[src/rtl/wdog_pkg.sv]
package wdog_pkg;

  localparam int unsigned WD_BASE_LOG2 = 14;
  localparam int unsigned WD_SEL_W     = 3;
  localparam int unsigned WD_WIN_CLKS  = 4;

  localparam logic ADDR_CTRL = 1'b0;
  localparam logic ADDR_STAT = 1'b1;

  // control register field positions
  localparam int unsigned CB_EN  = 0;
  localparam int unsigned CB_CHG = 1;
  localparam int unsigned CB_SEL = 2;

  // status flag positions
  localparam int unsigned SF_POR = 0;
  localparam int unsigned SF_EXT = 1;
  localparam int unsigned SF_BOR = 2;
  localparam int unsigned SF_WDG = 3;
  localparam int unsigned SF_DBG = 4;
  localparam int unsigned SF_N   = 5;

  // last count value before a timeout, for a given select
  function automatic int unsigned wd_limit(int unsigned base, int unsigned sel);
    return (32'd1 << (base + sel)) - 32'd1;
  endfunction

  // new flag vector after an optional write-zero-to-clear and a set vector
  function automatic logic [SF_N-1:0] flag_next(logic [SF_N-1:0] cur,
                                                logic wr,
                                                logic [SF_N-1:0] wmask,
                                                logic [SF_N-1:0] setv);
    logic [SF_N-1:0] kept;
    kept = wr ? (cur & wmask) : cur;
    return kept | setv;
  endfunction

endpackage

[src/rtl/wdog_ctrl.sv]
module wdog_ctrl #(
  parameter int unsigned SEL_W    = 3,
  parameter int unsigned WIN_CLKS = 4
) (
  input  logic             clk,
  input  logic             por_n,
  input  logic             ctl_wr,
  input  logic [SEL_W+1:0] ctl_wdata,
  output logic             wd_en,
  output logic [SEL_W-1:0] wd_sel,
  output logic             win_open,
  output logic             dis_evt
);
  import wdog_pkg::*;

  localparam int unsigned WIN_W = $clog2(WIN_CLKS + 1);

  logic [WIN_W-1:0] win_cnt;
  logic             wr_en_bit;
  logic             wr_chg_bit;
  logic             arm_evt;

  assign wr_en_bit  = ctl_wdata[CB_EN];
  assign wr_chg_bit = ctl_wdata[CB_CHG];
  assign win_open   = (win_cnt != '0);
  assign arm_evt    = ctl_wr && wr_en_bit && wr_chg_bit;
  assign dis_evt    = ctl_wr && !wr_en_bit && win_open && wd_en;

  always_ff @(posedge clk or negedge por_n) begin
    if (!por_n) begin
      wd_en   <= 1'b0;
      wd_sel  <= '0;
      win_cnt <= '0;
    end else begin
      if (ctl_wr) begin
        wd_sel <= ctl_wdata[CB_SEL +: SEL_W];
      end
      if (arm_evt) begin
        wd_en   <= 1'b1;
        win_cnt <= WIN_W'(WIN_CLKS);
      end else if (ctl_wr && wr_en_bit) begin
        wd_en <= 1'b1;
        if (win_open) win_cnt <= win_cnt - 1'b1;
      end else if (ctl_wr && !wr_en_bit && win_open) begin
        wd_en   <= 1'b0;
        win_cnt <= '0;
      end else if (win_open) begin
        win_cnt <= win_cnt - 1'b1;
      end
    end
  end

endmodule

[src/rtl/wdog_counter.sv]
module wdog_counter #(
  parameter int unsigned BASE  = 14,
  parameter int unsigned SEL_W = 3,
  parameter int unsigned CNT_W = 21
) (
  input  logic             clk,
  input  logic             por_n,
  input  logic             tick,
  input  logic             en,
  input  logic             clr,
  input  logic [SEL_W-1:0] sel,
  output logic [CNT_W-1:0] count,
  output logic             expire,
  output logic             rst_req
);
  import wdog_pkg::*;

  logic [CNT_W-1:0] limit;

  assign limit  = CNT_W'(wd_limit(BASE, 32'(sel)));
  assign expire = en && tick && !clr && (count >= limit);

  always_ff @(posedge clk or negedge por_n) begin
    if (!por_n) begin
      count   <= '0;
      rst_req <= 1'b0;
    end else begin
      rst_req <= expire;
      if (!en || clr || expire) begin
        count <= '0;
      end else if (tick) begin
        count <= count + 1'b1;
      end
    end
  end

endmodule

[src/rtl/rst_cause_reg.sv]
module rst_cause_reg (
  input  logic                        clk,
  input  logic                        por_n,
  input  logic                        st_wr,
  input  logic [wdog_pkg::SF_N-1:0]   wr_flags,
  input  logic [1:0]                  wr_user,
  input  logic [wdog_pkg::SF_N-1:0]   set_vec,
  output logic [7:0]                  status
);
  import wdog_pkg::*;

  logic [SF_N-1:0] flags_q;
  logic [1:0]      user_q;

  always_ff @(posedge clk or negedge por_n) begin
    if (!por_n) begin
      flags_q <= SF_N'(1) << SF_POR;
      user_q  <= '0;
    end else begin
      flags_q <= flag_next(flags_q, st_wr, wr_flags, set_vec);
      if (st_wr) user_q <= wr_user;
    end
  end

  assign status = {user_q, 1'b0, flags_q};

endmodule

[src/rtl/wdog_rstcause.sv]
module wdog_rstcause #(
  parameter int unsigned BASE_LOG2 = wdog_pkg::WD_BASE_LOG2,
  parameter int unsigned SEL_W     = wdog_pkg::WD_SEL_W,
  parameter int unsigned WIN_CLKS  = wdog_pkg::WD_WIN_CLKS
) (
  input  logic       clk,
  input  logic       por_n,
  input  logic       wd_tick,
  input  logic       wd_kick,
  input  logic       ext_rst_evt,
  input  logic       bor_rst_evt,
  input  logic       dbg_rst_evt,
  input  logic       bus_wr,
  input  logic       bus_addr,
  input  logic [7:0] bus_wdata,
  output logic [7:0] bus_rdata,
  output logic       sys_rst_req
);
  import wdog_pkg::*;

  localparam int unsigned CNT_W = BASE_LOG2 + (1 << SEL_W) - 1;
  localparam int unsigned CTL_W = SEL_W + 2;

  logic             ctl_wr;
  logic             st_wr;
  logic             wd_en;
  logic [SEL_W-1:0] wd_sel;
  logic             win_open;
  logic             dis_evt;
  logic             chip_evt;
  logic             cnt_clr;
  logic [CNT_W-1:0] wd_count;
  logic             expire;
  logic [SF_N-1:0]  set_vec;
  logic [7:0]       status_val;
  logic [7:0]       ctrl_val;

  assign ctl_wr   = bus_wr && (bus_addr == ADDR_CTRL);
  assign st_wr    = bus_wr && (bus_addr == ADDR_STAT);
  assign chip_evt = ext_rst_evt || bor_rst_evt || dbg_rst_evt;
  assign cnt_clr  = wd_kick || chip_evt;

  always_comb begin
    set_vec         = '0;
    set_vec[SF_EXT] = ext_rst_evt;
    set_vec[SF_BOR] = bor_rst_evt;
    set_vec[SF_WDG] = expire;
    set_vec[SF_DBG] = dbg_rst_evt;
  end

  wdog_ctrl #(.SEL_W(SEL_W), .WIN_CLKS(WIN_CLKS)) u_ctrl (
    .clk       (clk),
    .por_n     (por_n),
    .ctl_wr    (ctl_wr),
    .ctl_wdata (bus_wdata[CTL_W-1:0]),
    .wd_en     (wd_en),
    .wd_sel    (wd_sel),
    .win_open  (win_open),
    .dis_evt   (dis_evt)
  );

  wdog_counter #(.BASE(BASE_LOG2), .SEL_W(SEL_W), .CNT_W(CNT_W)) u_cnt (
    .clk     (clk),
    .por_n   (por_n),
    .tick    (wd_tick),
    .en      (wd_en),
    .clr     (cnt_clr),
    .sel     (wd_sel),
    .count   (wd_count),
    .expire  (expire),
    .rst_req (sys_rst_req)
  );

  rst_cause_reg u_cause (
    .clk      (clk),
    .por_n    (por_n),
    .st_wr    (st_wr),
    .wr_flags (bus_wdata[SF_N-1:0]),
    .wr_user  (bus_wdata[7:6]),
    .set_vec  (set_vec),
    .status   (status_val)
  );

  always_comb begin
    ctrl_val                    = '0;
    ctrl_val[CB_EN]             = wd_en;
    ctrl_val[CB_CHG]            = win_open;
    ctrl_val[CB_SEL +: SEL_W]   = wd_sel;
  end

  assign bus_rdata = (bus_addr == ADDR_STAT) ? status_val : ctrl_val;

endmodule

[config.mk]
export PLATFORM = sky130hd
export DESIGN_NAME = wdog_rstcause
export DESIGN_NICKNAME = d
export VERILOG_FILES = /design/src/rtl/wdog_pkg.sv /design/src/rtl/wdog_ctrl.sv /design/src/rtl/wdog_counter.sv /design/src/rtl/rst_cause_reg.sv /design/src/rtl/wdog_rstcause.sv
export SDC_FILE = /design/constraint.sdc
export NUM_CORES = 1
export LEC_CHECK = 0
export BUFFER_PORTS_ARGS = -buffer_cell sky130_fd_sc_hd__buf_2
export CORE_MARGIN = 2
export CORE_UTILIZATION = 30
export CTS_BUF_LIST = sky130_fd_sc_hd__clkbuf_8
export DETAILED_ROUTE_END_ITERATION = 8
export PLACE_DENSITY_LB_ADDON = 0.25
export SETUP_SLACK_MARGIN = 0.5
export SYNTH_ARGS = -nofsm -noshare
export SYNTH_HDL_FRONTEND = slang
export SYNTH_HIERARCHICAL = 1
export SYNTH_SLANG_ARGS = --single-unit
[constraint.sdc]
create_clock -name clk -period 5.8 [get_ports clk]
set_input_delay 0.58 -clock clk [delete_from_list [all_inputs] [get_ports clk]]
set_output_delay 0.58 -clock clk [all_outputs]
set_load 0.01 [all_outputs]
# After elaboration in Yosys (flattened, before gate mapping)
# Index checks and enable logic that the tools add are counted.
# word_totals
regBits,36
word_cells,47
# classes
addsub,4
magnitude_cmp,1
n_shift,1
n_mux,11
bitwise,3
n_reduce_logical,20
# ops
operator,count
21-bit two-way mux,2
"1-bit by 32-bit << shifter with 21-bit output, first input constant",1
"21-bit by 1-bit adder with 21-bit output, second input constant",1
21-bit >= comparator,1
"21-bit by 1-bit subtractor with 21-bit output, second input constant",1
3-bit two-way mux,4
1-bit logical AND,9
8-bit two-way mux,1
3-bit nonzero test,2
"4-bit by 3-bit adder with 5-bit output, first input constant",1
5-bit AND,1
1-bit logical OR,5
5-bit two-way mux,1
5-bit OR,1
1-bit logical NOT,3
1-bit two-way mux,3
"3-bit by 1-bit subtractor with 3-bit output, second input constant",1
2-bit nonzero test,1
1-bit inverter,1

# Logic depth before layout (Yosys ltp)
# depth
ltp_word,8
mapped_depth,14

# By module
# The synthesis kept the hierarchy.
# by_module_without_submodules
mod,n_inst,cells_per_inst,area_per_inst_um2,seq_area_each_um2
wdog_counter,1,195,1751.7,550.5
wdog_ctrl,1,33,371.6,175.2
rst_cause_reg,1,21,279.0,176.4
wdog_rstcause,1,13,103.8,0.0

# Worst setup path after synthesis
# Ideal clock, no wire load.
# synth_timing
kind,register -> register
from,reg u_ctrl.wd_sel[1]
to,reg u_cnt.count[11]
setup_time_ps,104
arrival_ps,3068
required_time_ps,5696
path_slack_ps,2628
path_stages_with_launch,13
n_path_buf,0
period_less_slack_ps,3172
path_cell_list,dfrtp_1 > inv_1 > ha_1 > inv_1 > or3_1 > xnor2_1 > ha_1 > nand4_1 > nor3_1 > a221o_1 > nor4_4 > nand2_2 > o311ai_1
# synth_via
elab_chain_cells,7
# synth_rtl
element,line_no,source
start: declaration,wdog_ctrl.sv:10,"output logic [SEL_W-1:0] wd_sel,"
start signal: assignment,wdog_ctrl.sv:36,wd_sel <= ctl_wdata[CB_SEL +: SEL_W];
4-bit by 3-bit adder with 5-bit output *,wdog_pkg.sv:25,return (32'd1 << (base + sel)) - 32'd1;
1-bit by 32-bit << shifter with 21-bit output *,wdog_pkg.sv:25,
21-bit by 1-bit subtractor with 21-bit output *,wdog_pkg.sv:25,
21-bit >= comparator *,wdog_counter.sv:21,assign expire = en && tick && !clr && (count >= limit);
1-bit logical AND *,wdog_counter.sv:21,
1-bit logical OR *,wdog_counter.sv:29,if (!en || clr || expire) begin
21-bit two-way mux or 2-bit nonzero test (tied branches),-,
end signal: assignment,wdog_counter.sv:32,count <= count + 1'b1;
end: declaration,wdog_counter.sv:12,"output logic [CNT_W-1:0] count,"
# Mark *: on every way between the ends. The rest lies on a longest branch, timed or not.
# A chain may end at the register's enable or synchronous reset.

# Final worst setup path
# layout_timing
from,reg u_ctrl.wd_sel[1]
to,reg u_cnt.count[16]
# The elaborated chain is that of the path after synthesis.

==> qor.txt <==
WP data arrival: 4.03 ns
hold buffers post-CTS: 0
met1 GRT Util: 0.1747
static power due to leakage: 1.288 nW
headroom to the max-slew limit: 0.3031
standard-cell rows: 33
placeable core region: 8134 um^2
pwr/cell area: 222.8 nW/um^2
Post-Syn Instances: 261
run status: complete, no violations
combined area of all synthesized cells: 2495 um^2
maximum number of pins on one net before global-route repair: 37
Num CTS Buffers: 5
number of buffer and inverter instances along the worst setup path: 2
Tcrit/Tclk final: 0.6716
FF-to-FF Start: u_ctrl/wd_sel[1]
number of filler instances in the final layout: 840
Post-DP HPWL: 3839 um
Die Area: 9062 um^2
last weighted congestion value of the routability-driven placer: 0.7624
maximum fanout along the worst path: 12
most congested layer reported by global routing: met2
global-route wire length before repair: 9177 um
net total in the final layout: 338
overall routed net length: 5091 um
most common cell after layout, fill and taps aside: dfrtp_1
violation count after the first detailed-routing iteration: 55
number of antenna violations at the first check in global routing: 0
Max Freq: 256.7 MHz
clock transition at the registers of the reported paths: 0.07 ns
total stage count of the critical path: 13
share of post-route cells with drive strength above 1: 0.1741
IO Port Bufs: 23
Hold Vio Cnt, Final: 0
placed insts: 390
Cell Chain, Critical Path: inv_1, ha_1, inv_1, nor3_1, xnor2_1, nand2b_1, ha_1, nand4_1, nor3_1, o311a_1, nor3_2, o21bai_1, nor2_1
Post-route DRC: 0
Max stage delay cell, worst path: o21bai_1
number of buffers inserted by post-CTS setup repair: 0
Longest Clk Path Bufs: 2
initial core utilization: 0.3067
Die X: 95.20 um
Ant. Diodes: 0
quantity of gates resized following cts: 0
Mean Syn Cell Area: 9.559 um^2
total grt overflow: 0
FF-to-FF setup slack: 1.91 ns
Worst Setup Path Type: flop to flop
Vias per Instance: 4.744
Final setup viols: 0
global-route met3 utilization: 0.02609
number of max-cap violations: 0
H-tree levels: 2
layout overhead on the synthesized area: 13.04%
Sink Count: 36
maximum cell stage delay along the critical path: 0.82 ns
min setup slack post-route: 1.905 ns
Crit path required time: 5.93 ns
buffer cell driving the clock tree root: clkbuf_8
type of destination of the critical path: flop
Die Ht: 95.20 um
end of the worst register-to-register path: u_cnt/count[16]
final cell count without fillers: 398
Skew-Pair Late Insertion Delay: 0.29 ns
setup TNS: 0 ns
via count of the first global-routing pass: 1963
grt met2 use: 0.2119
length in cells of the worst reg-to-reg path: 13
CTS tree: done
final total power: 0.6285 mW
kind of start point of the critical path: flop
commonest cells after routing, fill and taps aside: 35 x dfrtp_1, 29 x ha_1, 23 x buf_2, 21 x nand2_1
dominant delay contributor by cell family on the critical path: compound AO/OA/AOI/OAI gates
pins over their slew limit: 0
warning count from the yosys run: 6
Place WS: 1.875 ns
1st-pass router iterations: 4
total number of vias: 1888
ANT nets after route: 0
detail-routed net length per standard cell: 12.79 um
count of boundary I/O pins: 26
GRT Resource Usage Total: 0.1289
Hold Path Class: input pin to asynchronous set/reset pin
setup repair after global routing missed its margin: no
transition time at the pin with the least slew margin: 1.043 ns
worst IR drop on VDD: 122.9 uV
Final Skew: 0.004513 ns
clock period minus worst slack: 3.895 ns
[metrics by stage]
stage | area, um^2 | hold WS [ns] | util
after floorplan | 2517 | 0.2844 | -
after global placement | 2730 | 0.4545 | 0.3356
after detailed placement | 2730 | 0.4621 | 0.3356
after CTS | 2820 | 0.4245 | 0.3467
after global routing | 2820 | 0.4515 | 0.3467
final | 2820 | 0.3883 | 0.3467
[routing by layer]
| layer | part of all wire | routed length, um |
|---|---|---|
| met1 | 0.49 | 2491 |
| met2 | 0.47 | 2397 |
| met3 | 0.031 | 158 |
| met4 | 0.0086 | 44 |
| met5 | 0 | 0 |
[registers in the layout, summed over array words and instances (netlist names)]
signal           count
u_ctrl/wd_en         1
u_cnt/count         21
u_cause/user_q       2
u_ctrl/win_cnt       3
u_cause/flags_q      5
u_cnt/rst_req        1
u_ctrl/wd_sel        3
[layout make-up]
type                    count  area [um^2]  area share
clock inverters             2        7.507    0.002662
well taps                 105        131.4     0.04658
repair buffers             23        115.1     0.04082
multi-input cells         208         1514      0.5368
flip-flops and latches     36        902.1      0.3199
inverters                  18        67.56     0.02396
clock buffers               6        82.58     0.02928
[worst max-delay path by stage]
| stage | slack (ns) | to | start |
|---|---|---|---|
| final | 1.91 | u_cnt/count[16] | u_ctrl/wd_sel[1] |
| after global routing | 1.44 | u_cnt/count[10] | u_ctrl/wd_sel[1] |
| after CTS | 1.85 | u_cnt/count[16] | u_ctrl/wd_sel[1] |
| after detailed placement | 1.88 | u_cnt/count[6] | u_ctrl/wd_sel[1] |
| after global placement | 1.95 | u_cnt/count[20] | u_ctrl/wd_sel[1] |
| after floorplan | 2.63 | u_cnt/count[11] | u_ctrl/wd_sel[1] |
[report_power, final]
part	switching [mW]	internal [mW]	total, mW
combinational	0.0834	0.0716	0.155
sequential	0.0179	0.271	0.289
clock	0.0909	0.0935	0.184
total	0.192	0.436	0.628
Note: power is estimated with default switching activity, not from simulation.
